<file path="src/rtl/px7_pkg.sv">
package px7_pkg;

  localparam int SLOTS  = 7;
  localparam int SLOT_W = $clog2(SLOTS);
  localparam int LANES  = 4;
  localparam int CH_W   = 8;

  typedef enum logic [1:0] {
    MAP_NARROW = 2'd0,
    MAP_SPLIT  = 2'd1,
    MAP_TOP    = 2'd2,
    MAP_ALT    = 2'd3
  } map_e;

  typedef struct packed {
    logic [CH_W-1:0] r;
    logic [CH_W-1:0] g;
    logic [CH_W-1:0] b;
    logic            hs;
    logic            vs;
    logic            de;
  } pixel_t;

  typedef logic [SLOTS-1:0] word_t;

  // bit i of the result is serial slot i
  function automatic word_t slots7(input logic s0, input logic s1, input logic s2,
                                   input logic s3, input logic s4, input logic s5,
                                   input logic s6);
    return {s6, s5, s4, s3, s2, s1, s0};
  endfunction

endpackage

</file>
<file path="src/rtl/px7_slot_timer.sv">
module px7_slot_timer
  import px7_pkg::*;
#(
  parameter int          NSLOT   = SLOTS,
  parameter logic [NSLOT-1:0] CLK_PAT = 7'b1100011,
  localparam int         SW      = $clog2(NSLOT)
) (
  input  logic          clk,
  input  logic          rst,
  output logic [SW-1:0] slot,
  output logic          last,
  output logic          take,
  output logic          clk_lane
);

  localparam logic [SW-1:0] LAST_SLOT = SW'(NSLOT - 1);
  localparam logic [SW-1:0] PRE_LAST  = SW'(NSLOT - 2);

  logic [NSLOT-1:0] pat_q;

  assign last     = (slot == LAST_SLOT);
  assign clk_lane = pat_q[0];

  always_ff @(posedge clk) begin
    if (rst) begin
      slot  <= '0;
      take  <= 1'b0;
      pat_q <= CLK_PAT;
    end else begin
      slot  <= last ? '0 : slot + SW'(1);
      take  <= (slot == PRE_LAST);
      pat_q <= {pat_q[0], pat_q[NSLOT-1:1]};
    end
  end

endmodule

</file>
<file path="src/rtl/px7_lane_mapper.sv">
module px7_lane_mapper
  import px7_pkg::*;
(
  input  pixel_t                       px,
  input  map_e                         mode,
  output logic [LANES-1:0][SLOTS-1:0]  words
);

  word_t base0, base1, base2, ext3;
  word_t top0, top1, top2, top3;

  // MSB-aligned layout shared by the 18-bit and split 24-bit modes
  assign base0 = slots7(px.g[2], px.r[7], px.r[6], px.r[5], px.r[4], px.r[3], px.r[2]);
  assign base1 = slots7(px.b[3], px.b[2], px.g[7], px.g[6], px.g[5], px.g[4], px.g[3]);
  assign base2 = slots7(px.de,   px.vs,   px.hs,   px.b[7], px.b[6], px.b[5], px.b[4]);
  assign ext3  = slots7(1'b0,    px.b[1], px.b[0], px.g[1], px.g[0], px.r[1], px.r[0]);

  // LSB-aligned layout with the top two bits on lane 3
  assign top0 = slots7(px.g[0], px.r[5], px.r[4], px.r[3], px.r[2], px.r[1], px.r[0]);
  assign top1 = slots7(px.b[1], px.b[0], px.g[5], px.g[4], px.g[3], px.g[2], px.g[1]);
  assign top2 = slots7(px.de,   px.vs,   px.hs,   px.b[5], px.b[4], px.b[3], px.b[2]);
  assign top3 = slots7(1'b0,    px.b[7], px.b[6], px.g[7], px.g[6], px.r[7], px.r[6]);

  always_comb begin
    unique case (mode)
      MAP_SPLIT: words = {ext3, base2, base1, base0};
      MAP_TOP:   words = {top3, top2, top1, top0};
      default:   words = {word_t'(0), base2, base1, base0};
    endcase
  end

endmodule

</file>
<file path="src/rtl/px7_lane_shift.sv">
module px7_lane_shift #(
  parameter int NSLOT = 7
) (
  input  logic             clk,
  input  logic             rst,
  input  logic             load,
  input  logic             mirror,
  input  logic [NSLOT-1:0] word,
  output logic             q
);

  logic [NSLOT-1:0] rev;
  logic [NSLOT-1:0] sh_q;

  for (genvar i = 0; i < NSLOT; i++) begin : g_rev
    assign rev[i] = word[NSLOT-1-i];
  end

  assign q = sh_q[0];

  always_ff @(posedge clk) begin
    if (rst)       sh_q <= '0;
    else if (load) sh_q <= mirror ? rev : word;
    else           sh_q <= {1'b0, sh_q[NSLOT-1:1]};
  end

endmodule

</file>
<file path="src/rtl/px7_serializer.sv">
module px7_serializer
  import px7_pkg::*;
(
  input  logic                clk,
  input  logic                rst,
  input  logic [CH_W-1:0]     px_red,
  input  logic [CH_W-1:0]     px_grn,
  input  logic [CH_W-1:0]     px_blu,
  input  logic                px_hs,
  input  logic                px_vs,
  input  logic                px_de,
  input  logic [1:0]          cfg_map,
  input  logic                cfg_mirror,
  output logic                px_take,
  output logic [LANES-1:0]    lane_out,
  output logic                clk_out
);

  logic [SLOT_W-1:0]            slot;
  logic                         wrap;
  pixel_t                       pix_q;
  map_e                         map_q;
  logic                         mir_q;
  map_e                         act_map;
  logic                         act_mirror;
  logic [LANES-1:0][SLOTS-1:0]  words;

  px7_slot_timer #(.NSLOT(SLOTS)) u_timer (
    .clk      (clk),
    .rst      (rst),
    .slot     (slot),
    .last     (wrap),
    .take     (px_take),
    .clk_lane (clk_out)
  );

  // staging register: pixel and its configuration travel together
  always_ff @(posedge clk) begin
    if (rst) begin
      pix_q      <= '0;
      map_q      <= MAP_NARROW;
      mir_q      <= 1'b0;
      act_map    <= MAP_NARROW;
      act_mirror <= 1'b0;
    end else if (wrap) begin
      pix_q      <= '{r: px_red, g: px_grn, b: px_blu, hs: px_hs, vs: px_vs, de: px_de};
      map_q      <= map_e'(cfg_map);
      mir_q      <= cfg_mirror;
      act_map    <= map_q;
      act_mirror <= mir_q;
    end
  end

  px7_lane_mapper u_mapper (
    .px    (pix_q),
    .mode  (map_q),
    .words (words)
  );

  for (genvar l = 0; l < LANES; l++) begin : g_lane
    px7_lane_shift #(.NSLOT(SLOTS)) u_shift (
      .clk    (clk),
      .rst    (rst),
      .load   (wrap),
      .mirror (mir_q),
      .word   (words[l]),
      .q      (lane_out[l])
    );
  end

endmodule

</file>
<file path="config.mk">
export PLATFORM = sky130hd
export DESIGN_NAME = px7_serializer
export DESIGN_NICKNAME = d
export VERILOG_FILES = /design/src/rtl/px7_pkg.sv /design/src/rtl/px7_slot_timer.sv /design/src/rtl/px7_lane_mapper.sv /design/src/rtl/px7_lane_shift.sv /design/src/rtl/px7_serializer.sv
export SDC_FILE = /design/constraint.sdc
export NUM_CORES = 1
export LEC_CHECK = 0
export BUFFER_PORTS_ARGS = -buffer_cell sky130_fd_sc_hd__clkbuf_2
export CAP_MARGIN = 15
export CORE_ASPECT_RATIO = 0.9
export CORE_MARGIN = 1.5
export CORE_UTILIZATION = 50
export DETAILED_ROUTE_END_ITERATION = 16
export PLACE_DENSITY = 0.78
export SETUP_SLACK_MARGIN = 0.4
export SLEW_MARGIN = 20
export SYNTH_ARGS = -nofsm -noshare
export SYNTH_HDL_FRONTEND = slang
export SYNTH_SLANG_ARGS = --single-unit
</file>
<file path="constraint.sdc">
create_clock -name clk -period 1.6 [get_ports clk]
set_clock_uncertainty 0.05 [all_clocks]
set_input_delay 0.24 -clock clk [delete_from_list [all_inputs] [get_ports clk]]
set_output_delay 0.24 -clock clk [all_outputs]
set_load 0.01 [all_outputs]
</file>
Word level (Yosys, flattened, before mapping)
Index checks and enable logic that the tools add are counted.
- register bits after elaboration: 69
- bits in read-only memories: 0
- bits in latches: 0
- output and inout bits: 6
- input bits: 32
- memory bits (writable): 0
- memories: 0
- logic and storage cells: 36
- bitwise logic cells: 1
- multiplexer cells: 9
- reduce and logical (&&, ||, !) cells: 2
- eq/ne operators: 4
- add/subtract/negate cells: 1
- multiply operators: 0
- shift-type cells: 0
- magnitude comparators: 0
- divide/modulo/power cells: 0
- operators by type and width (kind ; number):
    $pmux W28 S2 ; 1
    $mux W7 ; 4
    $mux W6 ; 4
    $eq A3 B3 Y1 const B ; 2
    $reduce_or A2 Y1 ; 2
    $add A3 B1 Y3 const B ; 1
    $eq A2 B1 Y1 const B ; 1
    $eq A2 B2 Y1 const B ; 1
    $not A1 Y1 ; 1

Longest topological paths before layout
- depth after elaboration: 4
- gate-level depth with buffers: 7
- depth with buffers taken out: 5

Modules after synthesis
A second synthesis with hierarchy kept.
- cells, all modules: 286
- area, all modules: 2989.1 sq um
- modules (own cells, without submodules) (module ; area each (sq um) ; seq. area each (sq um) ; instances ; cells each):
    px7_lane_shift ; 296.5 ; 140.1 ; 4 ; 28
    px7_serializer ; 1096.1 ; 600.6 ; 1 ; 97
    px7_slot_timer ; 361.6 ; 220.2 ; 1 ; 32
    px7_lane_mapper ; 345.3 ; 0.0 ; 1 ; 45

Worst setup path before layout
No wires, ideal clock.
- path type: flip-flop to flip-flop
- start point: register map_q[0]
- end point: register g_lane[2].u_shift.sh_q[0]
- data required time: 1.426 ns
- setup time: 0.124 ns
- arrival time: 1.481 ns
- slack: -0.055 ns
- stages on the path, launching flop included: 8
- path buffers: 2
- clock period less this slack: 1.655 ns
- cells stage by stage: dfxtp_1 > inv_1 > ha_1 > or2_1 > buf_6 > buf_6 > a221oi_1 > o21ai_1
- cells in the longest elaborated chain, start to end: 4
- elaborated cells between the ends (all ways): 5
- those cells by class: eq/ne: 2; mux: 3
- ends and longest elaborated chain (item ; line ; source):
    start, declared ; px7_serializer.sv:22 ; map_e map_q;
    start signal, assigned ; px7_serializer.sv:47 ; map_q <= map_e'(cfg_map);
    $eq A2 B2 Y1 / $eq A2 B1 Y1 (equally long branches) ; px7_lane_mapper.sv:25 ; unique case (mode)
    $pmux W28 S2 (*) ; px7_lane_mapper.sv:25 ;
    $mux W7 (*) ; px7_lane_shift.sv:23 ; else if (load) sh_q <= mirror ? rev : word;
    $mux W6 (*) ; px7_lane_shift.sv:23 ;
    end signal, assigned ; px7_lane_shift.sv:23 ;
    end signal, assigned ; px7_lane_shift.sv:24 ; else sh_q <= {1'b0, sh_q[NSLOT-1:1]};
    end, declared ; px7_lane_shift.sv:13 ; logic [NSLOT-1:0] sh_q;
Mark *: on every way between the ends. The rest lies on a longest branch, timed or not.
A chain may end at the register's enable or synchronous reset.

Worst setup path in the final report
- start point: register map_q[0]
- end point: register g_lane[2].u_shift.sh_q[1]
Same word-level chain as after synthesis.

==> summary.txt <==
Clocking
  • Number of buffers between clock root and the deepest sink: 2
  • Clock insertion delay at the later pin of the skew report: 0.34 ns
  • Number of levels the H-tree was split into: 3
  • Clk Tree Root Cell: sky130_fd_sc_hd__clkbuf_8
  • CTS tree: built
  • Total clock sinks: 69
  • Clock buffer count from CTS: 9
  • Clock edge transition at the registers on the reported setup and hold paths: 0.07 ns

Timing
  • RSZ-0062 raised after global routing: true
  • Min Hold Slack: 0.05239 ns
  • Final number of max-transition violations: 0
  • Final critical delay including setup and external delays: 1.621 ns
  • Max Fclk: 617.0 MHz
  • Setup violation total in the final timing report: 2
  • Worst setup slack after layout: -0.02070 ns
  • Worst-case headroom to the max-slew limit: 61.16%
  • Final Cycle Share: 101.3%
  • Actual slew at the worst max-slew pin: 0.5820 ns
  • Hold Violations, Final: 0
  • Setup TNS: -0.03916 ns

Floorplanning
  • Core Footprint: 4925 um2
  • Height of the chip: 71.51 um
  • Chip Width: 79.12 um
  • Cell Rows: 24
  • Starting density of the core: 52.95%
  • Boundary Pins: 38
  • Die area: 5658 um2

Placement
  • Global placer's final weighted congestion: 0.8481
  • Half-perimeter wire length after detailed placement: 3896 um
  • Quantity of I/O buffers inserted on ports: 37

Synth
  • Xor and xnor fraction of the mapped netlist area: 0.3359%
  • Ys Warns: 0
  • Register area share after synthesis: 52.98%
  • Multiplexer share of the synthesized area: 1.536%
  • Number of instances in the synthesized netlist: 242
  • Number of nets produced by synthesis: 279
  • Compound-Gate Fraction of Synth Area: 28.12%
  • Total of flip-flops plus latches after synthesis: 69
  • Cell area after synthesis: 2608 um2
  • Simple-gate area share of the yosys netlist: 8.013%
  • Synth Area per Inst: 10.77 um2
  • Synth Area in Adders: 2.399%
  • Unique cell type count in the Yosys netlist: 32
  • Dominant combinational cell family by area after synthesis: compound AO/OA/AOI/OAI gates

GRT
  • GR Overflow Total: 0
  • First-pass GRT wire length: 10560 um
  • Antenna violations before repair: 0
  • Vias in the first global route: 2057
  • Global Route Usage Sum: 25.04%
  • Pin count of the biggest net entering global routing: 30

Drt
  • Total detailed-routing wirelength: 7603 um
  • Routed WL per cell: 19.96 um
  • DRT antenna net count: 0
  • First-iteration detailed-routing DRC count: 258
  • Count of unresolved DRC violations after routing: 0
  • Number of search-and-repair iterations in the first detailed-routing pass: 5
  • Total via count in the routed design: 2268
  • Average via count per standard cell: 5.953

Layout
  • Filler Cells Inserted: 286
  • Antenna diodes: 0
  • Top library cells by usage in the layout, fill and taps aside: sky130_fd_sc_hd__dfxtp_1 (64), sky130_fd_sc_hd__clkbuf_2 (37), sky130_fd_sc_hd__a22o_1 (32)
  • Commonest non-fill, non-tap cell in the layout: sky130_fd_sc_hd__dfxtp_1
  • Area grow syn2layout: 43.14%
  • Fraction of layout cells with a size suffix above 1: 49.68%
  • Net total in the final layout: 350

Setup path
  • Data arrival at the endpoint of the critical path: 1.79 ns
  • Path depth of the worst reg2reg path: 6
  • Max stage delay on crit path: 0.34 ns
  • Kind of end point of the critical path: flip-flop
  • Critical path required time: 1.77 ns
  • Largest fanout on the critical path: 7
  • Endpoint of the worst register-to-register path: g_lane[2].u_shift.sh_q[1]$_SDFF_PP0_
  • Crit path cell chain: inv_2 -> ha_4 -> or2_4 -> buf_8 -> a221oi_2 -> o21ai_1
  • Worst flop-to-flop path startpoint: map_q[0]$_SDFFE_PP0N_
  • Class of the most critical setup path: flip-flop to flip-flop
  • Slack of the worst reg-to-reg path: -0.02 ns
  • CP max stage cell: sky130_fd_sc_hd__dfxtp_2
  • Kind of start point of the critical path: flip-flop

Outcome
  • Violations in the final reports: negative setup slack
  • Run status: finished, violations left

Worst hold path
  • Worst hold path class: input pin to flip-flop
  • Worst hold stages: 2
  • Endpoint with the worst hold slack: pix_q[1]$_SDFFE_PP0N_
  • Hold Startpoint: px_vs

Pwr
  • Leak: 0.001464 uW
  • Worst vdd ir: 665.2 uV
  • Cell area power density: 856.6 nW/um2

Job
  • Maximum Capacitance Violations: 0
-- layer usage --
layer	part of all wire, %	vias to the layer above	track usage, %
met2	48	120	37.89
met3	6.3	19	9.045
met4	2.2	0	8.382
met1	44	1073	33.39
li1	-	1056	-
met5	0	-	0
-- power by group --
group | internal [uW] | switching (uW)
registers | 1740 | 21.3
logic | 116 | 95.5
clock network | 631 | 593
total | 2490 | 709
-- Yosys cell counts --
| cell type | count | share of area [%] |
|---|---|---|
| sky130_fd_sc_hd__a22oi_1 | 17 | 4.9 |
| sky130_fd_sc_hd__o41ai_1 | 1 | 0.34 |
| sky130_fd_sc_hd__mux2i_1 | 4 | 1.5 |
| sky130_fd_sc_hd__nor2b_1 | 3 | 0.72 |
| sky130_fd_sc_hd__and2b_2 | 1 | 0.34 |
| sky130_fd_sc_hd__clkbuf_1 | 2 | 0.29 |
| sky130_fd_sc_hd__a221oi_1 | 8 | 2.7 |
| sky130_fd_sc_hd__a22o_1 | 32 | 11 |
| sky130_fd_sc_hd__o21ai_1 | 5 | 0.96 |
| sky130_fd_sc_hd__and3b_1 | 2 | 0.67 |
| sky130_fd_sc_hd__dfxtp_1 | 69 | 53 |
| sky130_fd_sc_hd__nor3_1 | 1 | 0.19 |
| sky130_fd_sc_hd__buf_2 | 12 | 2.3 |
| sky130_fd_sc_hd__a21o_1 | 1 | 0.29 |
| sky130_fd_sc_hd__inv_1 | 5 | 0.72 |
| sky130_fd_sc_hd__a21oi_2 | 1 | 0.34 |
| sky130_fd_sc_hd__nor2_1 | 5 | 0.72 |
| sky130_fd_sc_hd__ha_1 | 5 | 2.4 |
| sky130_fd_sc_hd__a22oi_2 | 3 | 1.4 |
| sky130_fd_sc_hd__nand2_1 | 22 | 3.2 |
| sky130_fd_sc_hd__nand2_2 | 2 | 0.48 |
| sky130_fd_sc_hd__xnor2_1 | 1 | 0.34 |
| sky130_fd_sc_hd__or2_2 | 4 | 0.96 |
| sky130_fd_sc_hd__buf_6 | 5 | 2.2 |
| sky130_fd_sc_hd__o21ai_0 | 11 | 2.1 |
| sky130_fd_sc_hd__buf_4 | 4 | 1.2 |
| sky130_fd_sc_hd__nand3b_1 | 1 | 0.29 |
| sky130_fd_sc_hd__o221ai_1 | 10 | 3.4 |
| sky130_fd_sc_hd__a211oi_1 | 2 | 0.58 |
| sky130_fd_sc_hd__nor4_1 | 1 | 0.24 |
| sky130_fd_sc_hd__or2_1 | 1 | 0.24 |
| sky130_fd_sc_hd__a22o_2 | 1 | 0.38 |
-- kinds of logic after synthesis --
| family | count (synthesis) |
|---|---|
| AO/OA/AOI/OAI | 92 |
| flip-flops | 69 |
| AND/OR/NAND/NOR | 43 |
| buffers and inverters | 28 |
| adder cells (fa/ha/maj) | 5 |
| multiplexers | 4 |
| XOR/XNOR | 1 |
-- worst max-delay path: cells and delay by family, from the launching register on --
| kind | cells | cell delay, ns |
|---|---|---|
| AOI/OAI and AO/OA | 2 | 0.36 |
| DFF | 1 | 0.34 |
| and+or+nand+nor | 1 | 0.29 |
| adders and majority gates | 1 | 0.23 |
| buffers and inverters | 2 | 0.22 |
-- sequential cells by signal, summed over array words and instances, names as in the netlist --
signal,count
map_q,2
g_lane.u_shift.sh_q,28
u_timer.pat_q,7
pix_q,27
mir_q,1
u_timer.slot,3
u_timer.take,1
-- through the flow --
step	utilization [%]	cells	worst slack (ns)	power (uW)	area [um2]
finish	75.79	381	-0.02070	3197	3732
global route	75.79	381	-0.04350	3323	3732
CTS	70.30	371	0.07069	3166	3462
detailed placement	60.39	339	-0.06094	1941	2974
global placement	60.39	339	-0.01658	1936	2974
floorplan	-	242	0.1041	1873	2736
-- worst max-delay path by stage --
stage	startpoint	endpoint	slack, ns	depth (start not counted)
floorplan	map_q[0]$_SDFFE_PP0N_	g_lane[2].u_shift.sh_q[0]$_SDFF_PP0_	0.10	7
global placement	map_q[0]$_SDFFE_PP0N_	g_lane[0].u_shift.sh_q[2]$_SDFF_PP0_	-0.02	6
detailed placement	map_q[0]$_SDFFE_PP0N_	g_lane[0].u_shift.sh_q[2]$_SDFF_PP0_	-0.06	6
CTS	map_q[0]$_SDFFE_PP0N_	g_lane[2].u_shift.sh_q[5]$_SDFF_PP0_	0.07	6
global route	map_q[0]$_SDFFE_PP0N_	g_lane[2].u_shift.sh_q[1]$_SDFF_PP0_	-0.04	6
finish	map_q[0]$_SDFFE_PP0N_	g_lane[2].u_shift.sh_q[1]$_SDFF_PP0_	-0.02	6
-- final cells by class --
cell class	count	area, um2	area share (%)
clock buffers	13	158.9	4.257
clock inverters	1	7.507	0.2011
inverters	5	21.27	0.5699
multi-input cells	146	1344	36.00
flip-flops and latches	69	1390	37.24
well taps	65	81.33	2.179
repair buffers	82	729.5	19.54
-- repair_timing --
action                                  4_1_cts  5_1_grt
endpoints found under the hold margin         0        0
gates resized for setup                      42       31
setup buffers                                14        8
cloned                                        4        2
pin swaps                                    22       21
endpoints found under the setup margin       58       58
hold buffers                                  0        0
(Power assumes the default switching activity.)
